==> src/rtl/lct_pkg.sv <==
package lct_pkg;
  localparam int DIV_SEL_W = 3;
  localparam int SHIFT_W   = 3;

  typedef enum logic [1:0] {
    MODE_SINGLE = 2'd0,
    MODE_REPEAT = 2'd1,
    MODE_DEADLN = 2'd2,
    MODE_RSVD   = 2'd3
  } tmrMode_e;

  // strobes from control to datapath
  typedef struct packed {
    logic               load;
    logic               countEn;
    logic               periodic;
    logic [SHIFT_W-1:0] divShift;
  } tmrStrobe_t;
endpackage

==> src/rtl/lct_ctrl.sv <==
module lct_ctrl
  import lct_pkg::*;
#(
  parameter int CNT_W = 32,
  parameter int VEC_W = 8
) (
  input  logic             clk,
  input  logic             rstN,
  input  logic             wrEn,
  input  logic [1:0]       wrSel,
  input  logic [CNT_W-1:0] wrData,
  input  logic             expireStb,
  output tmrStrobe_t       strb,
  output logic [CNT_W-1:0] initReg,
  output logic             irqPulse,
  output logic [VEC_W-1:0] irqVec
);
  localparam logic [1:0] SEL_CFG  = 2'd0;
  localparam logic [1:0] SEL_DIV  = 2'd1;
  localparam logic [1:0] SEL_INIT = 2'd2;
  localparam int MASK_BIT = 16;
  localparam int MODE_LSB = MASK_BIT + 1;
  localparam logic [DIV_SEL_W-1:0] SEL_DIV1 = '1;

  logic [VEC_W-1:0]     vecReg;
  logic                 maskReg;
  tmrMode_e             modeReg;
  logic [DIV_SEL_W-1:0] divSel;

  always_ff @(posedge clk) begin
    if (!rstN) begin
      vecReg   <= '0;
      maskReg  <= 1'b1;
      modeReg  <= MODE_SINGLE;
      divSel   <= '0;
      initReg  <= '0;
      irqPulse <= 1'b0;
      irqVec   <= '0;
    end else begin
      if (wrEn && wrSel == SEL_CFG) begin
        vecReg  <= wrData[VEC_W-1:0];
        maskReg <= wrData[MASK_BIT];
        modeReg <= tmrMode_e'(wrData[MODE_LSB+1:MODE_LSB]);
      end
      if (wrEn && wrSel == SEL_DIV)
        divSel <= {wrData[3], wrData[1:0]};
      if (wrEn && wrSel == SEL_INIT)
        initReg <= wrData;
      irqPulse <= expireStb && !maskReg;
      if (expireStb && !maskReg)
        irqVec <= vecReg;
    end
  end

  always_comb begin
    strb.load     = wrEn && (wrSel == SEL_INIT);
    strb.countEn  = (modeReg == MODE_SINGLE) || (modeReg == MODE_REPEAT);
    strb.periodic = (modeReg == MODE_REPEAT);
    strb.divShift = (divSel == SEL_DIV1) ? SHIFT_W'(0) : SHIFT_W'(divSel + 1'b1);
  end


  mask_chk: assert property (@(posedge clk) disable iff (!rstN)
    irqPulse |-> !$past(maskReg));


  init_hold_chk: assert property (@(posedge clk) disable iff (!rstN)
    !(wrEn && wrSel == SEL_INIT) |=> $stable(initReg));
endmodule

==> src/rtl/lct_datapath.sv <==
module lct_datapath
  import lct_pkg::*;
#(
  parameter int CNT_W = 32
) (
  input  logic             clk,
  input  logic             rstN,
  input  tmrStrobe_t       strb,
  input  logic [CNT_W-1:0] loadVal,
  input  logic [CNT_W-1:0] initVal,
  output logic [CNT_W-1:0] curCount,
  output logic             expireStb
);
  localparam int PRE_W = (2 ** DIV_SEL_W) - 1;

  logic [PRE_W-1:0] pre;
  logic [PRE_W-1:0] preMask;
  logic             tick;
  logic             atOne;

  always_comb begin
    for (int i = 0; i < PRE_W; i++)
      preMask[i] = (i < int'(strb.divShift));
  end

  assign tick      = ((pre & preMask) == preMask);
  assign atOne     = (curCount == CNT_W'(1));
  assign expireStb = !strb.load && tick && strb.countEn && atOne;

  always_ff @(posedge clk) begin
    if (!rstN) begin
      pre      <= '0;
      curCount <= '0;
    end else if (strb.load) begin
      pre      <= '0;
      curCount <= loadVal;
    end else begin
      pre <= tick ? '0 : PRE_W'(pre + 1'b1);
      if (tick && strb.countEn && curCount != '0) begin
        if (atOne)
          curCount <= strb.periodic ? initVal : '0;
        else
          curCount <= curCount - 1'b1;
      end
    end
  end


  freeze_chk: assert property (@(posedge clk) disable iff (!rstN)
    (!strb.load && !strb.countEn) |=> $stable(curCount));


  no_reload_chk: assert property (@(posedge clk) disable iff (!rstN)
    (!strb.load && !(strb.periodic && atOne)) |=> curCount <= $past(curCount));


  zero_stick_chk: assert property (@(posedge clk) disable iff (!rstN)
    (!strb.load && curCount == '0) |=> curCount == '0);
endmodule

==> src/rtl/local_countdown_timer.sv <==
module local_countdown_timer
  import lct_pkg::*;
#(
  parameter int CNT_W = 32,
  parameter int VEC_W = 8
) (
  input  logic             clk,
  input  logic             rstN,
  input  logic             wrEn,
  input  logic [1:0]       wrSel,
  input  logic [CNT_W-1:0] wrData,
  output logic [CNT_W-1:0] curCount,
  output logic [CNT_W-1:0] initCount,
  output logic             irqPulse,
  output logic [VEC_W-1:0] irqVector
);
  tmrStrobe_t strb;
  logic       expireStb;

  lct_ctrl #(.CNT_W(CNT_W), .VEC_W(VEC_W)) u_ctrl (
    .clk(clk), .rstN(rstN), .wrEn(wrEn), .wrSel(wrSel), .wrData(wrData),
    .expireStb(expireStb), .strb(strb), .initReg(initCount),
    .irqPulse(irqPulse), .irqVec(irqVector)
  );

  lct_datapath #(.CNT_W(CNT_W)) u_dp (
    .clk(clk), .rstN(rstN), .strb(strb), .loadVal(wrData),
    .initVal(initCount), .curCount(curCount), .expireStb(expireStb)
  );


  expiry_chk: assert property (@(posedge clk) disable iff (!rstN)
    irqPulse |-> $past(curCount) == CNT_W'(1));
endmodule

==> config.mk <==
export PLATFORM = sky130hd
export DESIGN_NAME = local_countdown_timer
export DESIGN_NICKNAME = d
export VERILOG_FILES = /design/src/rtl/lct_pkg.sv /design/src/rtl/lct_ctrl.sv /design/src/rtl/lct_datapath.sv /design/src/rtl/local_countdown_timer.sv
export SDC_FILE = /design/constraint.sdc
export NUM_CORES = 1
export LEC_CHECK = 0
export BUFFER_PORTS_ARGS = -buffer_cell sky130_fd_sc_hd__buf_2
export CORE_ASPECT_RATIO = 1.1
export CORE_MARGIN = 2
export CORE_UTILIZATION = 40
export DETAILED_ROUTE_END_ITERATION = 10
export PLACE_DENSITY = 0.73
export SETUP_SLACK_MARGIN = 0.05
export SYNTH_ARGS = -nofsm -noshare
export SYNTH_HDL_FRONTEND = slang
export SYNTH_SLANG_ARGS = --single-unit
==> constraint.sdc <==
create_clock -name clk -period 5.9 [get_ports clk]
set_input_delay 0.59 -clock clk [delete_from_list [all_inputs] [get_ports clk]]
set_output_delay 0.59 -clock clk [all_outputs]
set_load 0.005 [all_outputs]
### Word-level counts from Yosys, hierarchy flattened

Cells that the tools add are included.

| operators by class | value |
|---|---|
| add/subtract/negate cells | 3 |
| $lt $le $gt $ge | 7 |
| eq/ne operators | 6 |
| mux-type cells | 5 |
| bitwise operators | 2 |
| reduce and logical (&&, ||, !) cells | 17 |

Operators with widths:

| cell | count |
|---|---|
| 2-to-1 mux 32 bit | 4 |
| == test 32 x 1 -> 1 bit (second input constant) | 1 |
| nonzero test 32 bit | 1 |
| subtractor 32 x 1 -> 32 bit (second input constant) | 1 |
| logical AND 1 bit | 9 |
| < comparator 3 bit (first input constant) | 3 |
| adder 7 x 1 -> 7 bit (second input constant) | 1 |
| bitwise AND 7 bit | 1 |
| == test 7 bit | 1 |
| < comparator 1 x 3 -> 1 bit (first input constant) | 2 |
| < comparator 2 x 3 -> 1 bit (first input constant) | 2 |
| == test 2 x 1 -> 1 bit (second input constant) | 2 |
| logical NOT 2 bit | 2 |
| adder 3 x 1 -> 3 bit (second input constant) | 1 |
| == test 3 bit (second input constant) | 1 |
| 2-to-1 mux 3 bit | 1 |
| OR reduction 3 bit | 1 |
| == test 2 bit (second input constant) | 1 |
| logical NOT 1 bit | 2 |
| nonzero test 2 bit | 1 |
| logical OR 1 bit | 1 |
| NOT 1 bit | 1 |

| storage, ports and cells | value |
|---|---|
| bits in registers | 94 |
| input port bits | 37 |

### Logic depth before layout (Yosys ltp)

Gate-level depths: netlist of the first run.

| depth | value |
|---|---|
| depth in word-level cells | 9 |
| mapped depth | 10 |

### By module

From an unflattened synthesis of the first run, not the netlist that was laid out.

| second synthesis, totals | value |
|---|---|
| cell total of the unflattened synthesis | 631 |
| area, all modules | 5052.3 um^2 |

Modules (own cells, without submodules):

| module | instances | cells an instance | area each (um^2) | sequential area each (um^2) |
|---|---|---|---|---|
| lct_datapath | 1 | 395 | 3025.4 | 780.7 |
| lct_ctrl | 1 | 236 | 2026.9 | 1101.1 |

### Worst setup path after synthesis of the first run

Ideal clock, no wire load.

| path | value |
|---|---|
| path type | register -> register |
| from | reg u_dp.curCount[0] |
| to | reg u_dp.curCount[26] |
| arrival | 2.433 ns |
| data required time | 5.830 ns |
| setup slack | 3.396 ns |
| cell stages (with the launch flop) | 10 |
| buffers on the path | 0 |
| clock period less this slack | 2.504 ns |
| cell sequence | dfxtp_1 inv_1 ha_1 or3b_2 or4_4 nor2_8 nand2_2 or3_1 a31o_1 a21oi_1 |

| between the ends | value |
|---|---|
| word-level cells in the longest chain between the ends | 4 |

Ends and longest elaborated chain:

| element | line | RTL |
|---|---|---|
| start, declared | lct_datapath.sv:11 | `output logic [CNT_W-1:0] curCount,` |
| start signal, assigned | lct_datapath.sv:36 | `curCount <= loadVal;` |
| start signal, assigned | lct_datapath.sv:41 | `curCount <= strb.periodic ? initVal : '0;` |
| start signal, assigned | lct_datapath.sv:43 | `curCount <= curCount - 1'b1;` |
| subtractor 32 x 1 -> 32 bit / == test 32 x 1 -> 1 bit (equally long branches) | lct_datapath.sv:43, lct_datapath.sv:27 |  |
| 2-to-1 mux 32 bit | lct_datapath.sv:40 | `if (atOne)` |
| 2-to-1 mux 32 bit | lct_datapath.sv:39 | `if (tick && strb.countEn && curCount != '0) begin` |
| 2-to-1 mux 32 bit | lct_datapath.sv:34 | `end else if (strb.load) begin` |

Several ways; a longest one is shown, not always the timed one. The select of a mux whose other input is x is not followed.
A chain may end at the register's enable or synchronous reset.

### Final worst setup path of the first run

| path | value |
|---|---|
| from | reg u_dp.curCount[24] |
| to | reg u_dp.curCount[22] |

| between the ends | value |
|---|---|
| word-level cells in the longest chain between the ends | 4 |

Ends and longest elaborated chain:

| element | line | RTL |
|---|---|---|
| == test 32 x 1 -> 1 bit | lct_datapath.sv:27 | `assign atOne = (curCount == CNT_W'(1));` |
| 2-to-1 mux 32 bit | lct_datapath.sv:40 |  |
| 2-to-1 mux 32 bit | lct_datapath.sv:39 |  |
| 2-to-1 mux 32 bit | lct_datapath.sv:34 |  |

Several ways; a longest one is shown, not always the timed one. The select of a mux whose other input is x is not followed.

==> results of run 1 <==
==> how the worst min path moves through the flow <==
stage	slack, ns	end
3_3_place_gp	0.46	u_ctrl.initReg[16]
5_1_grt	0.49	u_ctrl.initReg[17]
6_report	0.47	u_ctrl.initReg[30]
2_1_floorplan	0.45	u_dp.pre[0]
3_5_place_dp	0.46	u_ctrl.initReg[10]
4_1_cts	0.47	u_ctrl.initReg[17]
==> worst reg2reg max path, delay by kind of cell, from the launching register on <==
| kind | cells | cell delay [ns] |
|---|---|---|
| simple gates | 5 | 2.33 |
| compound gates | 2 | 0.43 |
| flops | 1 | 0.37 |
==> through the flow <==
| step | cell area, sq um | power, W |
|---|---|---|
| 4_1_cts | 5600 | 0.00257 |
| 3_3_place_gp | 5290 | 0.00196 |
| 5_1_grt | 5600 | 0.00277 |
| 3_5_place_dp | 5290 | 0.00197 |
| 6_report | 5600 | 0.00258 |
| 2_1_floorplan | 4610 | 0.00164 |
==> power groups by stage <==
| stage | Clock [W] | Sequential, W | Combinational [W] |
|---|---|---|---|
| final | 0.000596 | 0.000827 | 0.00116 |
| after global routing | 0.000632 | 0.000839 | 0.00130 |
| after CTS | 0.000605 | 0.000823 | 0.00114 |
| after detailed placement | 0 | 0.000837 | 0.00114 |
| after global placement | 0 | 0.000835 | 0.00112 |
| after floorplan | 0 | 0.000815 | 0.000825 |
==> registers in the layout, indices dropped and copies added (netlist names) <==
signal,flops
u_ctrl.maskReg,1
u_ctrl.vecReg,8
u_ctrl.initReg,32
u_dp.pre,7
u_ctrl.irqVec,8
u_ctrl.modeReg,2
u_dp.curCount,32
u_ctrl.irqPulse,1
u_ctrl.divSel,3
==> cells in the final DEF (no fill, tap or decap), types with 10 or more instances in the layout <==
master and count:
buf_2 109, nand2_1 120, o21ai_0 23, mux2i_1 23, o211ai_1 14, nor2_1 59, a21oi_1 73, a31oi_1 12
nor3_1 11, nand3_1 15, dfxtp_1 94, o21a_1 10
==> cell families (layout without fill, tap and decap cells) <==
family	count (synthesis)	in the layout	share of synthesized area (%)
buf+inv	40	140	3.47
simple gates	257	257	27.4
compound gates	160	160	20.7
mux	23	23	4.99
flops	94	94	40.8
fa+ha+maj	6	6	1.63
xor+xnor	5	5	0.949
==> routing by layer <==
layer	GRT usage [%]	up-vias
li1	-	2261
met1	29.2	2184
met2	38.9	185
met3	4.46	22
met4	8.86	0
met5	0	-
==> layout make-up <==
| class | instances | area [sq um] | area share [%] |
|---|---|---|---|
| multi-input combinational | 451 | 2590 | 46.2 |
| clock buffer | 10 | 239 | 4.27 |
| clock inverter | 6 | 68.8 | 1.23 |
| inverter | 6 | 22.5 | 0.402 |
| sequential | 94 | 1880 | 33.6 |
| timing repair buffer | 118 | 613 | 10.9 |
| tap | 150 | 188 | 3.35 |
==> impl_metrics.ini, run 1 <==
[route]
m1WireLength_um = 5910
routed-wl-met2_um = 7020
wirelength_um = 14200
num_vias = 4652
antenna_left = 0
drc = 0
viasPerCell = 5.57
firstDrtPassIters = 5
drt_first_iter_violations = 317
wl_per_cell_um = 16.9
dr_wl_met3_um = 934
top_layer_used = met4

[sta]
fmax_mhz = 314
finalHoldViolCount = 0
hold_ws_ns = 0.473
fin_crit_sh_pct = 54.0
worst_slack_ns = 2.72
tightest_slew_ns = 1.11
maxSlewHeadroom_pct = 25.9
drv_slew = 0
period_needed_ns = 3.18
skew_ns = 0.00509
setup_viol = 0
finalSetupTns_ns = 0
grt_setup_unrepaired = no

[global_routing]
track_usage_pct = 23.0
first_global_vias = 4395
antenna_found_initial = 0
grt-ovfl-total = 0
grt_max_degree = 49
grt_pass1_wl_um = 22400

[floorplanning]
die_height_um = 117
die_x_um = 106
die-area_sq_mm = 0.0124
start_util_pct = 40.7
core_sq_mm = 0.0113
ioPinCount = 110
rows = 41

[place]
placedCellCount = 819
hpwlAfterDp_um = 10000
portBuffers = 109
place_ws_ns = 2.75
globalplace.congestion = 0.857

[setup_path]
ff2ff_path_depth = 7
cp_data_arrival_time_ns = 3.47
path_class = reg2reg
startpoint_type = register
path_depth = 7
crit_path_start = u_dp.curCount[24]
r2r_slack_ns = 2.72
end_kind = register
crit_end = u_dp.curCount[22]
crit_required_ns = 6.19
cp_slowest_cell = nor4b_4
path_buf_inv = 0
critical_path.cell_chain = nor4_2 > nand4_1 > or3_4 > nor4b_4 > nand2_1 > a31oi_1 > o21a_1
r2r-end = u_dp.curCount[22]
cp_top_family = simple AND/OR/NAND/NOR gates
cp_max_fo = 17
crit-reg2reg-launch = u_dp.curCount[24]
cpPeakStageDelay_ns = 0.91

[cts]
cts_tree = built
cts.repair.resized = 0
clk_latency_ns = 0.34
clk_pin_slew_ns = 0.07
cts.htree.levels = 3
numCtsBuffers = 9
hold_buffers = 0
cts_root_buf = clkbuf_16
cts_setup_buffers = 0
cts_max_path_buffers = 2
cts.sinks = 94

[logic_synthesis]
synthFlopType = dfxtp_1
synth.area.top_cells = dfxtp_1 (41%), nand2_1 (9.8%), a21oi_1 (7.9%), mux2i_1 (5.0%), nor2_1 (4.8%)
synth_nets = 628
synth-seq-cells = 94
netlist_area_sq_mm = 0.00461
synth_common_cells = nand2_1 (120), dfxtp_1 (94), a21oi_1 (73), nor2_1 (59), clkbuf_1 (29)
synth_top_area_share_pct = 40.8
async_flop_share_pct = 0
synth_warnings = 0
synth_edf_count = 0
yosysTopAreaCell = dfxtp_1
synth_area_per_cell_sq_um = 7.89
synth-seq-area-share_pct = 40.8
syn_inst = 585
synth_most_common_cell = nand2_1
ys_types = 58

[power]
power_frac_clock_pct = 23.1
p_comb_share_pct = 44.9
p_leak_nw = 2.33
p_sw_share_pct = 41.4
switchingPower_w = 0.00107
seqPwrFrac_pct = 32.0
internal-power_w = 0.00151
irDropWorstVdd_uv = 183
powerDensity_mw_per_mm2 = 461

[layout]
antennaDiodeCount = 0
nets = 723
fill_cells = 1119
layout-drive-gt1-share_pct = 23.4
finish.utilization_pct = 49.4
layout.cells.non_filler = 835
area_growth_pct = 21.4

[run_status]
run_status = complete, no violations

[worst_hold_path]
hold_depth = 2
hold_path.class = reg2reg
hold_start = u_ctrl.initReg[30]

[job]
drv_cap = 0
Power figures use the tool's default switching activity.
==> run 2: changes to the inputs <==
--- a/config.mk
+++ b/config.mk
@@ -5,12 +5,13 @@
 export SDC_FILE = /design/constraint.sdc
 export NUM_CORES = 1
 export LEC_CHECK = 0
+export ABC_AREA = 1
 export BUFFER_PORTS_ARGS = -buffer_cell sky130_fd_sc_hd__buf_2
 export CORE_ASPECT_RATIO = 1.1
 export CORE_MARGIN = 2
 export CORE_UTILIZATION = 40
 export DETAILED_ROUTE_END_ITERATION = 10
-export PLACE_DENSITY = 0.73
+export PLACE_DENSITY = 0.75
 export SETUP_SLACK_MARGIN = 0.05
 export SYNTH_ARGS = -nofsm -noshare
 export SYNTH_HDL_FRONTEND = slang
==> constraint.sdc (replaced) <==
create_clock -name clk -period 2.56 [get_ports clk]
set_input_delay 0.256 -clock clk [delete_from_list [all_inputs] [get_ports clk]]
set_output_delay 0.256 -clock clk [all_outputs]
set_load 0.005 [all_outputs]
==> run 2 against run 1 <==
Power rose by 72%. Critical path depth increased by 5. Worst setup slack worse by 2.2 ns. Maximum frequency is 54% higher. Cell count increased by 30%. Sequential cell count did not move. Sequential power grew 110%. Non-clock buffer count down 1. Area after synthesis is 13% higher.
==> impl_metrics.ini, run 2 <==
[floorplanning]
ioPinCount = 110
rows = 43
die_height_um = 124
core_sq_mm = 0.0126
die-area_sq_mm = 0.0140
start_util_pct = 41.2
die_x_um = 113

[layout]
finish.utilization_pct = 49.0
final_area_sq_mm = 0.00619
layout-drive-gt1-share_pct = 17.0
fill_cells = 1294
nets = 966
area_growth_pct = 18.8
largestRegisters = u_ctrl.initReg (32), u_dp.curCount (32)
antennaDiodeCount = 0
final_common_cell = nand2_1
layout.cells.non_filler = 1085
layout_common_cells = nand2_1 (247), nor2_1 (147), buf_2 (109)

[global_routing]
grt_max_degree = 79
antenna_found_initial = 0
grt_pass1_wl_um = 23100
grt-ovfl-total = 0
first_global_vias = 4737
track_usage_pct = 20.6

[cts]
clk_pin_slew_ns = 0.07
cts_max_path_buffers = 2
cts_root_buf = clkbuf_16
hold_buffers = 0
cts_tree = built
cts.sinks = 94
clk_latency_ns = 0.35
cts_setup_buffers = 0
numCtsBuffers = 9
cts.repair.resized = 0
cts.htree.levels = 3

[sta]
period_needed_ns = 2.07
drv_slew = 0
finalSetupTns_ns = 0
grt_setup_unrepaired = no
fin_crit_sh_pct = 80.8
fmax_mhz = 484
finalHoldViolCount = 0
hold_ws_ns = 0.177
setup_viol = 0
maxSlewHeadroom_pct = 60.5
skew_ns = 0.00905
tightest_slew_ns = 0.589

[place]
hpwlAfterDp_um = 10300
globalplace.congestion = 0.868
portBuffers = 109
placedCellCount = 1069
dpl-instance-area_sq_mm = 0.00590

[setup_path]
crit_required_ns = 2.81
cp_data_arrival_time_ns = 2.32
end_kind = register
cp_max_fo = 8
ff2ff_path_depth = 12
crit-reg2reg-launch = u_ctrl.divSel[0]
path_class = reg2reg
r2r-end = u_ctrl.irqVec[3]
r2r_slack_ns = 0.49
startpoint_type = register

[logic_synthesis]
synth_warnings = 0
netlist_area_sq_mm = 0.00521
synth_area_per_cell_sq_um = 6.29
synthFlopType = dfxtp_1
synth.area.top_cells = dfxtp_1 (36%), nand2_1 (18%), nor2_1 (11%), nand3_1 (7.6%), inv_1 (5.5%)
synth_nets = 871
synth-seq-area-share_pct = 36.1
ys_types = 32
synth_edf_count = 0
synth_most_common_cell = nand2_1
synth_common_cells = nand2_1 (247), nor2_1 (147), dfxtp_1 (94), nand3_1 (79), inv_1 (76)
syn_inst = 828
synth-seq-cells = 94
yosysTopAreaCell = dfxtp_1
async_flop_share_pct = 0
synth_top_area_share_pct = 36.1

[route]
firstDrtPassIters = 4
num_vias = 5411
wl_per_cell_um = 13.1
drt_first_iter_violations = 398
wirelength_um = 14200
antenna_left = 0
drc = 0
viasPerCell = 4.99

[worst_hold_path]
hold_start = wrData[16]
whs_endpoint = u_ctrl.maskReg
hold_path.class = in2reg
hold_depth = 3

[power]
p_leak_nw = 3.23
irDropWorstVdd_uv = 350
powerDensity_mw_per_mm2 = 716

[job]
drv_cap = 0

[run_status]
run_status = complete, no violations
## run 2: cell count changes in the layout (fill, tap and decap cells not counted), moves of 10 or more
cell,change
mux2i_1,-23
o211ai_1,-13
o21a_1,-10
nand2_1,+127
xor2_1,+15
nand4_1,+15
a21oi_1,-33
inv_1,+71
nor2_1,+88
nand3_1,+63
a31oi_1,-12
## run 2: power breakdown
part | leakage, nW | internal, W | total [W] | switching [W]
clock network | 0.141 | 0.000681 | 0.00132 | 0.000639
logic | 2.32 | 0.000517 | 0.00140 | 0.000880
registers | 0.768 | 0.00158 | 0.00171 | 0.000133
## run 2: worst max-delay path: stages, from the launching register on
cell and delay, ns:
dfxtp_1 0.33, ha_1 0.20, ha_1 0.30, nand2_1 0.08, nand2_1 0.04, o21ai_0 0.06
nand2_1 0.07, inv_1 0.07, nand2_1 0.13, nor2_1 0.43, nand3_1 0.13, nand2_1 0.09
nor2_1 0.04
## run 2: logic make-up (layout without fill, tap and decap cells)
kind of cell | Yosys count | in the layout | synth area share [%]
xor gates and xnor gates | 18 | 18 | 3.03
DFF | 94 | 94 | 36.1
and+or+nand+nor | 525 | 525 | 43.7
buffers and inverters | 114 | 214 | 8.86
AOI/OAI and AO/OA | 71 | 71 | 6.87
adders and majority gates | 6 | 6 | 1.44
## run 2: per-stage QoR
stage	total power, W	setup slack, ns
after detailed placement	0.00313	0.498
after global routing	0.00473	0.260
after CTS	0.00446	0.483
after global placement	0.00312	0.525
after floorplan	0.00275	0.729
final	0.00443	0.492
## run 2: layout make-up
class                           count  area [sq um]  area share, %
Sequential cell                    94          1880           30.4
Multi-Input combinational cell    620          2870           46.4
Timing Repair Buffer              117           643           10.4
Inverter                           81           304           4.91
Clock buffer                        9           225           3.64
Clock inverter                      7          66.3           1.07
Tap cell                          157           196           3.17
## run 2: how the worst max path moves through the flow
| stage | slack (ns) | depth (start not counted) | end | startpoint |
|---|---|---|---|---|
| floorplan | 0.73 | 12 | u_ctrl.irqVec[0] | u_ctrl.divSel[0] |
| global placement | 0.53 | 12 | u_ctrl.irqVec[6] | u_ctrl.divSel[0] |
| global route | 0.26 | 12 | u_ctrl.irqVec[3] | u_ctrl.divSel[0] |
| CTS | 0.48 | 12 | u_ctrl.irqVec[4] | u_ctrl.divSel[0] |
| finish | 0.49 | 12 | u_ctrl.irqVec[3] | u_ctrl.divSel[0] |
| detailed placement | 0.50 | 12 | u_ctrl.irqVec[4] | u_ctrl.divSel[0] |
## run 2: metal layers
layer / vias up / global-route usage, % / routed length [um]
li1: 2820 / - / -
met1: 2415 / 27.6 / 6450
met2: 156 / 33.5 / 6710
met3: 20 / 3.41 / 826
met4: 0 / 7.47 / 253
met5: - / 0 / 0
==> run 3: changes to the inputs <==
--- a/config.mk
+++ b/config.mk
@@ -11,7 +11,7 @@
 export CORE_MARGIN = 2
 export CORE_UTILIZATION = 40
 export DETAILED_ROUTE_END_ITERATION = 10
-export PLACE_DENSITY = 0.75
+export PLACE_DENSITY = 0.73
 export SETUP_SLACK_MARGIN = 0.05
 export SYNTH_ARGS = -nofsm -noshare
 export SYNTH_HDL_FRONTEND = slang
==> constraint.sdc (replaced) <==
create_clock -name clk -period 1.95 [get_ports clk]
set_input_delay 0.195 -clock clk [delete_from_list [all_inputs] [get_ports clk]]
set_output_delay 0.195 -clock clk [all_outputs]
set_load 0.005 [all_outputs]
==> run 3 against run 2 <==
Final area rose by 7.6%. Sequential power grew 30%. Global-route usage rose by 1.1 points. Highest routed layer unchanged.
==> impl_metrics.ini, run 3 (synthesized netlist as in run 2, its figures left out) <==
[layout]
final_common_cell = nand2_1
area_growth_pct = 27.8
layout_common_cells = nand2_1 (244), nor2_1 (132), buf_2 (109)
antennaDiodeCount = 0
layout-drive-gt1-share_pct = 23.1
largestRegisters = u_ctrl.initReg (32), u_dp.curCount (32)
nets = 1010
finish.utilization_pct = 52.7

[place]
globalplace.congestion = 0.876
portBuffers = 109
place_ws_ns = 0.0379
hpwlAfterDp_um = 11300

[global_routing]
grt_max_degree = 48
first_global_vias = 4917
grt-ovfl-total = 0
track_usage_pct = 21.6
antenna_found_initial = 0
grt_pass1_wl_um = 24100

[setup_path]
critical_path.cell_chain = inv_1 > ha_1 > nand2_1 > inv_2 > nand3_4 > nor2_8 > buf_4 > buf_4 > nand4_1 > nand3_1 > nor2_1 > nor2_1
startpoint_type = register
cp_max_fo = 11
cp_slowest_cell = dfxtp_1
cp_top_family = simple AND/OR/NAND/NOR gates
cp_data_arrival_time_ns = 2.08
cpPeakStageDelay_ns = 0.32
end_kind = register
path_buf_inv = 4
crit_required_ns = 2.24
path_class = reg2reg

[cts]
cts_max_path_buffers = 2
numCtsBuffers = 9
cts.sinks = 94
clk_pin_slew_ns = 0.07
cts_tree = built
cts.htree.levels = 3
clk_latency_ns = 0.35
cts_root_buf = clkbuf_16

[power]
p_leak_nw = 3.48
internal-power_w = 0.00409
powerDensity_mw_per_mm2 = 950
switchingPower_w = 0.00224
p_sw_share_pct = 35.4
irDropWorstVdd_uv = 409
seqPwrFrac_pct = 35.1
p_comb_share_pct = 35.5
power_frac_clock_pct = 29.5

[floorplanning]
start_util_pct = 41.2
rows = 43
ioPinCount = 110
die_x_um = 113
die-area_sq_mm = 0.0140
core_sq_mm = 0.0126
die_height_um = 124

[sta]
fin_crit_sh_pct = 92.3
worst_slack_ns = 0.151
skew_ns = 0.0102
finalSetupTns_ns = 0
drv_slew = 0
hold_ws_ns = 0.116
period_needed_ns = 1.80
finalHoldViolCount = 0
maxSlewHeadroom_pct = 62.4
grt_setup_unrepaired = yes
fmax_mhz = 556
tightest_slew_ns = 0.560
setup_viol = 0

[route]
num_vias = 5615
m1WireLength_um = 7100
firstDrtPassIters = 4
drt_first_iter_violations = 374
top_layer_used = met4
viasPerCell = 4.98
drc = 0
wl_per_cell_um = 13.7
dr_wl_met3_um = 877
routed-wl-met2_um = 7180
wirelength_um = 15500
antenna_left = 0

[run_status]
run_status = complete, no violations

[job]
drv_cap = 0

[worst_hold_path]
hold_path.class = in2reg
## run 3: cell types whose count changed in the layout (fill, tap and decap cells not counted), sizes merged
cell and delta:
buf +44, bufinv +2, clkbuf +1, clkinv -1
clkinvlp -1, inv -3
## run 3: worst register-to-register path: stages (launching register included)
cell     delay [ns]
dfxtp_1        0.32
inv_1          0.14
ha_1           0.18
nand2_1        0.09
inv_2          0.08
nand3_4        0.10
nor2_8         0.15
buf_4          0.14
buf_4          0.19
nand4_1        0.14
nand3_1        0.10
nor2_1         0.05
nor2_1         0.07
## run 3: final timing paths
| kind | from | end | slack, ns | cells after the start |
|---|---|---|---|---|
| min reg2reg | u_ctrl.vecReg[1] | u_ctrl.vecReg[1] | 0.46 | 2 |
| max reg2reg | u_dp.curCount[1] | u_dp.curCount[15] | 0.15 | 12 |
| max | u_dp.curCount[1] | u_dp.curCount[15] | 0.15 | 12 |
| min | wrData[17] | u_ctrl.modeReg[0] | 0.12 | 3 |
## run 3: per-stage QoR
| stage | area (sq um) | power, W | std cells |
|---|---|---|---|
| final | 6660 | 0.00633 | 1127 |
| after global routing | 6660 | 0.00673 | 1127 |
| after CTS | 6510 | 0.00618 | 1120 |
| after detailed placement | 6190 | 0.00433 | 1104 |
| after global placement | 6190 | 0.00431 | 1104 |
| after floorplan | 5210 | 0.00361 | 828 |
## run 3: cell type report
cell class | instances | area (sq um)
Clock buffer | 10 | 229
Inverter | 81 | 304
Fill cell | 1252 | 5990
Clock inverter | 4 | 73.8
Tap cell | 157 | 196
Multi-Input combinational cell | 620 | 2970
Sequential cell | 94 | 1880
Timing Repair Buffer | 161 | 1010
## run 3: what timing repair did
item,in CTS,in global routing
endpoints found under the setup margin,8,47
gates resized for setup,2,28
pin swaps,1,10
hold endpoints to repair,0,0
hold buffers,0,0
buffers inserted,2,7
cloned,0,0
## run 3: power groups by stage
stage	clock [W]	sequential (W)	combinational, W
2_1_floorplan	0	0.00226	0.00135
3_3_place_gp	0	0.00224	0.00206
3_5_place_dp	0	0.00225	0.00208
4_1_cts	0.00187	0.00221	0.00211
5_1_grt	0.00196	0.00223	0.00253
6_report	0.00186	0.00222	0.00225
## run 3: metal layers
layer | GRT usage, % | up-vias
li1 | - | 2883
met1 | 29.2 | 2531
met2 | 35.1 | 175
met3 | 3.94 | 26
met4 | 7.32 | 0
met5 | 0 | -
